### config.mk
export PLATFORM = sky130hd
export DESIGN_NAME = fll_ctrl
export DESIGN_NICKNAME = d
export VERILOG_FILES = /design/src/rtl/fll_ctrl.sv
export SDC_FILE = /design/constraint.sdc
export NUM_CORES = 1
export LEC_CHECK = 0
export CAP_MARGIN = 10
export CORE_MARGIN = 2
export CORE_UTILIZATION = 40
export DETAILED_ROUTE_END_ITERATION = 10
export PLACE_DENSITY_LB_ADDON = 0.05
export SYNTH_ARGS = -nofsm -noshare
export SYNTH_HDL_FRONTEND = slang
export SYNTH_SLANG_ARGS = --single-unit
export TNS_END_PERCENT = 50
### constraint.sdc
create_clock -name clk -period 5.6 [get_ports clk]
set_input_delay 1.12 -clock clk [delete_from_list [all_inputs] [get_ports clk]]
set_output_delay 1.12 -clock clk [all_outputs]
set_load 0.03 [all_outputs]
### src/rtl/fll_ctrl.sv
module fll_ctrl #(
  parameter int TAP_W    = 5,
  parameter int MOD_W    = 5,
  parameter int NW       = 7,
  parameter int DW       = 2,
  parameter int LOCK_N   = 4,
  parameter int WORD_RST = 512,
  parameter int N_RST    = 31
) (
  input  logic                     clk,
  input  logic                     rst_n,
  input  logic                     ref_clk,
  input  logic                     wr_en,
  input  logic [1:0]               wr_addr,
  input  logic [TAP_W+MOD_W-1:0]   wr_data,
  output logic [TAP_W-1:0]         tap_code,
  output logic [MOD_W-1:0]         mod_code,
  output logic                     locked
);
  localparam int IW = TAP_W + MOD_W;
  localparam int RW = NW + 1 + (2**DW - 1);
  localparam int LW = $clog2(LOCK_N + 1);
  localparam logic [IW-1:0] WMAX = {IW{1'b1}};

  logic [NW-1:0] n_reg;
  logic [DW-1:0] d_sel;
  logic          loop_en, mod_en;
  logic [IW-1:0] integ;
  logic [RW-1:0] ratio, div_last, div_cnt;
  logic [2:0]    ref_s;
  logic [1:0]    pcnt;
  logic          armed;
  logic [LW-1:0] run;

  wire cfg_wr   = wr_en && !wr_addr[1];
  wire load_wr  = wr_en && (wr_addr == 2'd3);
  wire ref_edge = ref_s[1] && !ref_s[2];
  wire eval     = ref_edge && armed && !cfg_wr;
  wire go_up    = eval && (pcnt == 2'd0);
  wire go_dn    = eval && pcnt[1];
  wire hold     = eval && (pcnt == 2'd1);

  assign ratio     = ({{(RW-NW){1'b0}}, n_reg} + RW'(1)) << d_sel;
  assign div_last  = ratio - RW'(1);
  wire   div_pulse = (div_cnt == div_last);

  assign tap_code = integ[IW-1:MOD_W];
  assign mod_code = mod_en ? integ[MOD_W-1:0] : '0;
  assign locked   = (run == LW'(LOCK_N));

  always_ff @(posedge clk or negedge rst_n) begin
    if (!rst_n) begin
      n_reg   <= NW'(N_RST);
      d_sel   <= '0;
      loop_en <= 1'b1;
      mod_en  <= 1'b1;
    end else if (wr_en) begin
      case (wr_addr)
        2'd0: n_reg <= (wr_data[NW-1:0] == '0) ? NW'(1) : wr_data[NW-1:0];
        2'd1: d_sel <= wr_data[DW-1:0];
        2'd2: {mod_en, loop_en} <= wr_data[1:0];
        default: ;
      endcase
    end
  end

  always_ff @(posedge clk or negedge rst_n) begin
    if (!rst_n) ref_s <= '0;
    else        ref_s <= {ref_s[1:0], ref_clk};
  end

  always_ff @(posedge clk or negedge rst_n) begin
    if (!rst_n)                   div_cnt <= '0;
    else if (cfg_wr || div_pulse) div_cnt <= '0;
    else                          div_cnt <= div_cnt + RW'(1);
  end

  always_ff @(posedge clk or negedge rst_n) begin
    if (!rst_n) begin
      pcnt  <= '0;
      armed <= 1'b0;
    end else if (cfg_wr) begin
      pcnt  <= '0;
      armed <= 1'b0;
    end else if (ref_edge) begin
      pcnt  <= {1'b0, div_pulse};
      armed <= 1'b1;
    end else if (div_pulse && pcnt != 2'd3) begin
      pcnt  <= pcnt + 2'd1;
    end
  end

  always_ff @(posedge clk or negedge rst_n) begin
    if (!rst_n)                             integ <= IW'(WORD_RST);
    else if (load_wr)                       integ <= wr_data;
    else if (loop_en && go_up && integ != WMAX) integ <= integ + IW'(1);
    else if (loop_en && go_dn && integ != '0)   integ <= integ - IW'(1);
  end

  always_ff @(posedge clk or negedge rst_n) begin
    if (!rst_n)                          run <= '0;
    else if (cfg_wr || !loop_en)         run <= '0;
    else if (go_up || go_dn)             run <= '0;
    else if (hold && run != LW'(LOCK_N)) run <= run + LW'(1);
  end
endmodule

==> Yosys cells after proc, flatten, opt, wreduce, memory -nomap -nowiden <==
Index checks and enable logic that the tools add are counted.
{ "op_classes": {"n_addsub": 7, "n_eq_ne": 9, "n_shift": 1, "muxes": 14, "reduce_logical": 32} }
{ "ops": {"columns": ["cell", "count"], "rows": [
  ["$mux W10", 3],
  ["$logic_and A1 B1 Y1", 14],
  ["$add A11 B1 Y11 const B", 1],
  ["$eq A11 B11 Y1", 1],
  ["$mux W11", 1],
  ["$shl A8 B2 Y11", 1],
  ["$sub A11 B1 Y11 const B", 1],
  ["$add A10 B1 Y10 const B", 1],
  ["$ne A10 B10 Y1 const B", 1],
  ["$reduce_bool A10 Y1", 1],
  ["$sub A10 B1 Y10 const B", 1],
  ["$mux W3", 3],
  ["$reduce_bool A3 Y1", 3],
  ["$add A7 B1 Y8 const B", 1],
  ["$logic_not A7 Y1", 1],
  ["$mux W7", 1],
  ["$mux W2", 3],
  ["$reduce_and A2 Y1", 3],
  ["$mux W5", 1],
  ["$eq A2 B1 Y1 const B", 2],
  ["$eq A2 B2 Y1 const B", 2],
  ["$logic_not A1 Y1", 4],
  ["$logic_not A2 Y1", 2],
  ["$add A3 B1 Y3 const B", 1],
  ["other kinds (7)", 10]
]} }
{ "word_totals": {"reg_bits": 41, "in_bits": 16, "output_inout_bits": 11} }

==> Longest topological paths before layout <==
{ "depth": {"word_depth": 10, "depth_mapped": 15} }

==> Least setup slack after synthesis <==
Ideal clock, no wire load.
{ "synth_path": {"kind": "input port to flip-flop", "from": "in wr_addr[1]", "to": "reg integ[9]", "setup_time_ns": 0.078, "t_arrival_ns": 3.764, "t_required_ns": 5.522, "setup_slack_ns": 1.758, "cell_stages": 15, "n_path_buf": 0, "path_cell_list": "nand2b_1 > and3_1 > nand2_1 > nor3b_1 > inv_1 > ha_1 > a21o_1 > a21oi_1 > o21bai_1 > a21oi_1 > o21bai_1 > a211oi_1 > o21ai_0 > a21oi_1 > and3b_1"} }
{ "synth_via": {"elab_chain_len": 9, "elab_cells_between_ends": 15, "cone_classes": "1 x eq/ne; 2 x mux; 12 x reduce/logical"} }
{ "synth_rtl": {"columns": ["item", "line_no", "source"], "rows": [
  ["from (decl)", "14", "input logic [1:0] wr_addr,"],
  ["$logic_not A1 Y1", "35", "wire cfg_wr = wr_en && !wr_addr[1];"],
  ["$logic_and A1 B1 Y1", "35", null],
  ["$logic_not A1 Y1", "38", "wire eval = ref_edge && armed && !cfg_wr;"],
  ["$logic_and A1 B1 Y1", "38", null],
  ["$logic_and A1 B1 Y1", "39", "wire go_up = eval && (pcnt == 2'd0);"],
  ["$logic_and A1 B1 Y1 (2 in series)", "96", "else if (loop_en && go_up && integ != WMAX) integ <= integ + IW'(1);"],
  ["$mux W10", "96", null],
  ["$mux W10", "95", "else if (load_wr) integ <= wr_data;"],
  ["to (signal assigned)", "95", null],
  ["to (signal assigned)", "96", null],
  ["to (signal assigned)", "97", "else if (loop_en && go_dn && integ != '0) integ <= integ - IW'(1);"],
  ["to (decl)", "28", "logic [IW-1:0] integ;"]
]} }
Parallel ways exist; a longest one is shown, timed or not.
A chain may end at the register's enable or synchronous reset.

==> Worst setup path in the final report <==
Same ends and word-level chain as after synthesis.

==> results.md <==
- The capturing element of the worst setup path is integ[9].
- The overall die height is 95.6 um.
- The area growth from synthesis to layout is 9.77%.
- The proportion of netlist area held by the largest area contributor is 24.6%.
- The critical path's top delay family is simple AND/OR/NAND/NOR gates.
- The number of cells on the critical path is 16.
- The post-CTS setup-driven buffer insertion count is 0.
- The overall routed net length is 7470 um.
- The die area is 9140 um2.
- The weighted congestion reported at the end of routability-driven placement is 0.855.
- The min-delay analysis places its worst path in the category flip-flop to flip-flop.
- Counting every net in the synthesized netlist gives 414.
- The origin of the critical flop-to-flop path is n_reg[0].
- The CTS clock-pin slew for the worst setup and hold paths is 0.08 ns.
- The terminus of the critical flop-to-flop path is div_cnt[10].
- Across the VDD grid, the largest voltage drop is 0.191 mV.
- After synthesis, the cell types taking the most area are dfrtp_1 25%, xnor2_1 7.0%, dfstp_2 6.3%.
- The total of buffers placed on input and output ports is 26.
- The total overflow left after global routing is 0.
- The total clock buffers created by CTS is 5.
- The worst setup path is captured at a flip-flop.
- The final cell utilization of the core is 45.1%.
- Synthesis handed over a netlist of 381 instances.
- The top fanout value on the critical path is 9.
- The total clock sinks is 41.
- After synthesis, the share of flip-flops with an asynchronous set or reset is 100%.
- The top flip-flop cell by instance count after synthesis is dfrtp_1.
- After synthesis the netlist holds a flip-flop and latch count of 41.
- The number of gates resized after cts is 0.
- The number of hold buffers added after cts is 0.
- The cell with the largest stage delay on the worst path is clkdlybuf4s50_1.
- Counting cells, the worst reg-to-reg path comes to 9.
- The cell area that synthesis handed to floorplanning was 3360 um2.
- Max-cap violations in this run came to 0.
- 0 antenna diodes ended up in the layout.
- The first global-routing pass estimated 12800 um of wire.
- The aggregate global-route resource usage is 17.9%.
- Sequential elements use 30.9% of the synthesized area.
- The leakage power total is 0.00139 uW.
- Using the TritonRoute via totals, the vias-per-cell ratio works out to 5.54.
- The data required time at the worst endpoint is 5.83 ns.
- The floorplan core area is 8180 um2.
- The buffer levels on the longest clock path is 2.
- The critical path contains buffers and inverters numbering 2 combined.
- Setup repair after global routing left no endpoint under its margin.
- The final layout contains 425 nets.
- Of the available clock period, the critical path in the final layout requires 79.7%.
- The flow ran to the end, and the final reports show no timing, DRC or antenna violations.
- The number of warnings reported in the yosys synthesis log is 0.
- The launching element type of the critical path is a primary input.
- Final hold analysis gives a worst-case slack of 0.352 ns.
- The critical path in this run is classified as primary input to flip-flop.
- In this run the power density over the cells is 335 nW/um2.
- The critical path launch point is wr_addr[1].
- The worst path arrival time is 4.69 ns.
- The number of non-filler instances in the completed layout is 498.
- The placed cell count is 490.
- The number of top-level pins is 27.
- The maximum clock frequency is 224 MHz.
- The count of final max-slew check failures is 0.
- Dividing the detail-routed wire length by the instance count gives 15.0 um.
- The largest net degree at the start of global routing is 42.
- The largest incremental delay on the critical path is 0.52 ns.
- Traced cell by cell, the critical path runs through clkdlybuf4s50_1 -> nand2b_1 -> and3_1 -> nand2_1 -> nor3b_1 -> inv_1 -> ha_1 -> a21o_1 -> a21oi_1 -> o21bai_1 -> a21oi_1 -> o21bai_1 -> a21oi_1 -> o21a_1 -> nand4b_1 -> and3b_1.
- The worst reg-to-reg setup slack is 1.60 ns.
- The cell sitting at the root of the clock tree is a clkbuf_8.
- After routing, the total negative slack on setup checks comes to 0 ns.
- The count of cell types in the netlist is 64.
- The cell occurring most often along the worst timing path is a21oi_1.
- The clock reaches the later pin of the worst-skew pair after 0.29 ns.
- The register with the most flip-flops in the layout has 11 of them.
- The count of final setup violators is 0.
- In this run, synthesis inferred 0 flip-flops with an integrated enable.
- The worst path in the final design needs a cycle of 4.46 ns, including I/O delays and setup.
- The die is 95.6 um wide.
- The HPWL after detailed placement is 5640 um.
- The number of remaining DRC errors is 0.
- The largest total area in the synthesized netlist belongs to dfrtp_1.
- The DRC marker count from the first detailed-route iteration is 81.
- In the final layout, the share of cells above drive strength 1 is 12.2%.
- The floorplan has 33 rows.
- The number of antenna violations at the first check in global routing is 0.
- TritonCTS built the clock tree.
- The detailed-routing iteration count for the pre-antenna-repair pass is 4.
- The via count is 2760.
- Measured against its own limit, the worst slew margin works out to 38.7%.
- The number of global-route vias before repair is 2698.
- Clock skew on the completed layout was measured at 0.00718 ns.
- The count of nets left with antenna violations once routing finished came out at 0.
- The H-tree generated during clock tree synthesis spans 2 levels.
- The actual transition at the worst max-transition pin is 0.920 ns.
- Once the floorplan was initialized, standard cells occupied 41.0% of the core.
- The average size of a mapped cell is 8.81 um2.
- The number of hold violations in the final report is 0.
[cell type report]
class,count,area [um2]
Multi-Input combinational cell,302,2110
Inverter,16,60.1
Timing Repair Buffer,26,255
Clock inverter,3,17.5
Clock buffer,5,68.8
Tap cell,105,131
Fill cell,820,4490
Sequential cell,41,1040
[kinds of logic (layout without fill, tap and decap cells)]
logic type	Yosys count	in the layout	share of synthesized area [%]
AOI/OAI and AO/OA	92	92	19.0
buffers and inverters	38	50	6.11
xor gates and xnor gates	36	36	9.40
muxes	16	16	5.15
DFF	41	41	30.9
and+or+nand+nor	141	141	22.9
adders and majority gates	17	17	6.56
[stage by stage]
stage                     power, uW  setup WS (ns)  area (um2)
after CTS                      1250           1.13        3680
after detailed placement       1050          0.812        3600
after global routing           1340          0.690        3680
after global placement         1050          0.950        3600
final                          1230           1.14        3680
after floorplan                 919           1.76        3360
[worst min-delay path by stage]
stage                         from  endpoint  cells past startpoint
after detailed placement  ref_s[0]  ref_s[1]                      0
after floorplan           ref_s[0]  ref_s[1]                      0
after CTS                 ref_s[0]  ref_s[1]                      0
after global placement    ref_s[0]  ref_s[1]                      0
final                     ref_s[0]  ref_s[1]                      0
after global routing      ref_s[0]  ref_s[1]                      0
[routing by layer]
| layer | share of wire, % | track usage, % | routed length, um | up-vias |
|---|---|---|---|---|
| met5 | 0 | 0 | 0 | - |
| met4 | 1.2 | 4.76 | 86 | 0 |
| met3 | 2.3 | 3.16 | 175 | 7 |
| met2 | 49 | 30.7 | 3690 | 36 |
| met1 | 47 | 23.1 | 3530 | 1329 |
| li1 | - | - | - | 1388 |
[worst register-to-register path, delay by kind of cell (launching register included)]
kind | cells | cell delay (ns)
AND/OR/NAND/NOR | 3 | 0.76
flip-flops | 1 | 0.67
adder cells (fa/ha/maj) | 1 | 0.54
XOR/XNOR | 2 | 0.34
AO/OA/AOI/OAI | 3 | 1.56
[synthesized netlist by cell type (all sizes together) (3+ instances only)]
cell type	n
a21o	4
a21oi	23
a311oi	4
and2	7
and3	6
buf	13
clkbuf	9
dfrtp	33
dfstp	8
ha	16
inv	16
mux2	10
mux2i	6
nand2	26
nand3	13
nand3b	4
nand4	5
nor2	42
nor2b	5
nor3	8
nor3b	3
nor4	6
o211ai	5
o21ai	23
o21bai	4
o31a	4
o31ai	5
or2	3
or3	4
xnor2	27
xor2	9
[layout by cell type, fill, tap and decap left out, types with 2 or more instances in the layout]
master / instances
a2111oi_1: 2
a211oi_1: 2
a21o_1: 4
a21oi_1: 23
a311oi_1: 4
and2_1: 7
and3_1: 5
and4_1: 2
clkbuf_8: 5
clkdlybuf4s50_1: 25
clkinv_2: 2
dfrtp_1: 33
dfstp_2: 8
ha_1: 16
inv_1: 16
mux2_2: 10
mux2i_1: 6
nand2_1: 26
nand2b_1: 2
nand3_1: 13
nand3b_1: 4
nand4_1: 4
nand4b_1: 2
nor2_1: 32
nor2_2: 10
nor2b_1: 5
nor3_1: 8
nor3b_1: 3
nor4_1: 6
o211ai_1: 5
o21a_1: 2
o21ai_0: 22
o21bai_1: 4
o22ai_1: 2
o31a_1: 4
o31ai_1: 3
or2_2: 3
or3_1: 3
xnor2_1: 27
xor2_1: 9
[power breakdown]
| group | internal [uW] | switching, uW |
|---|---|---|
| registers | 356 | 106 |
| clock network | 86.1 | 109 |
| logic | 271 | 308 |
| total | 713 | 522 |
No activity file was read; power rests on OpenSTA's default activity.
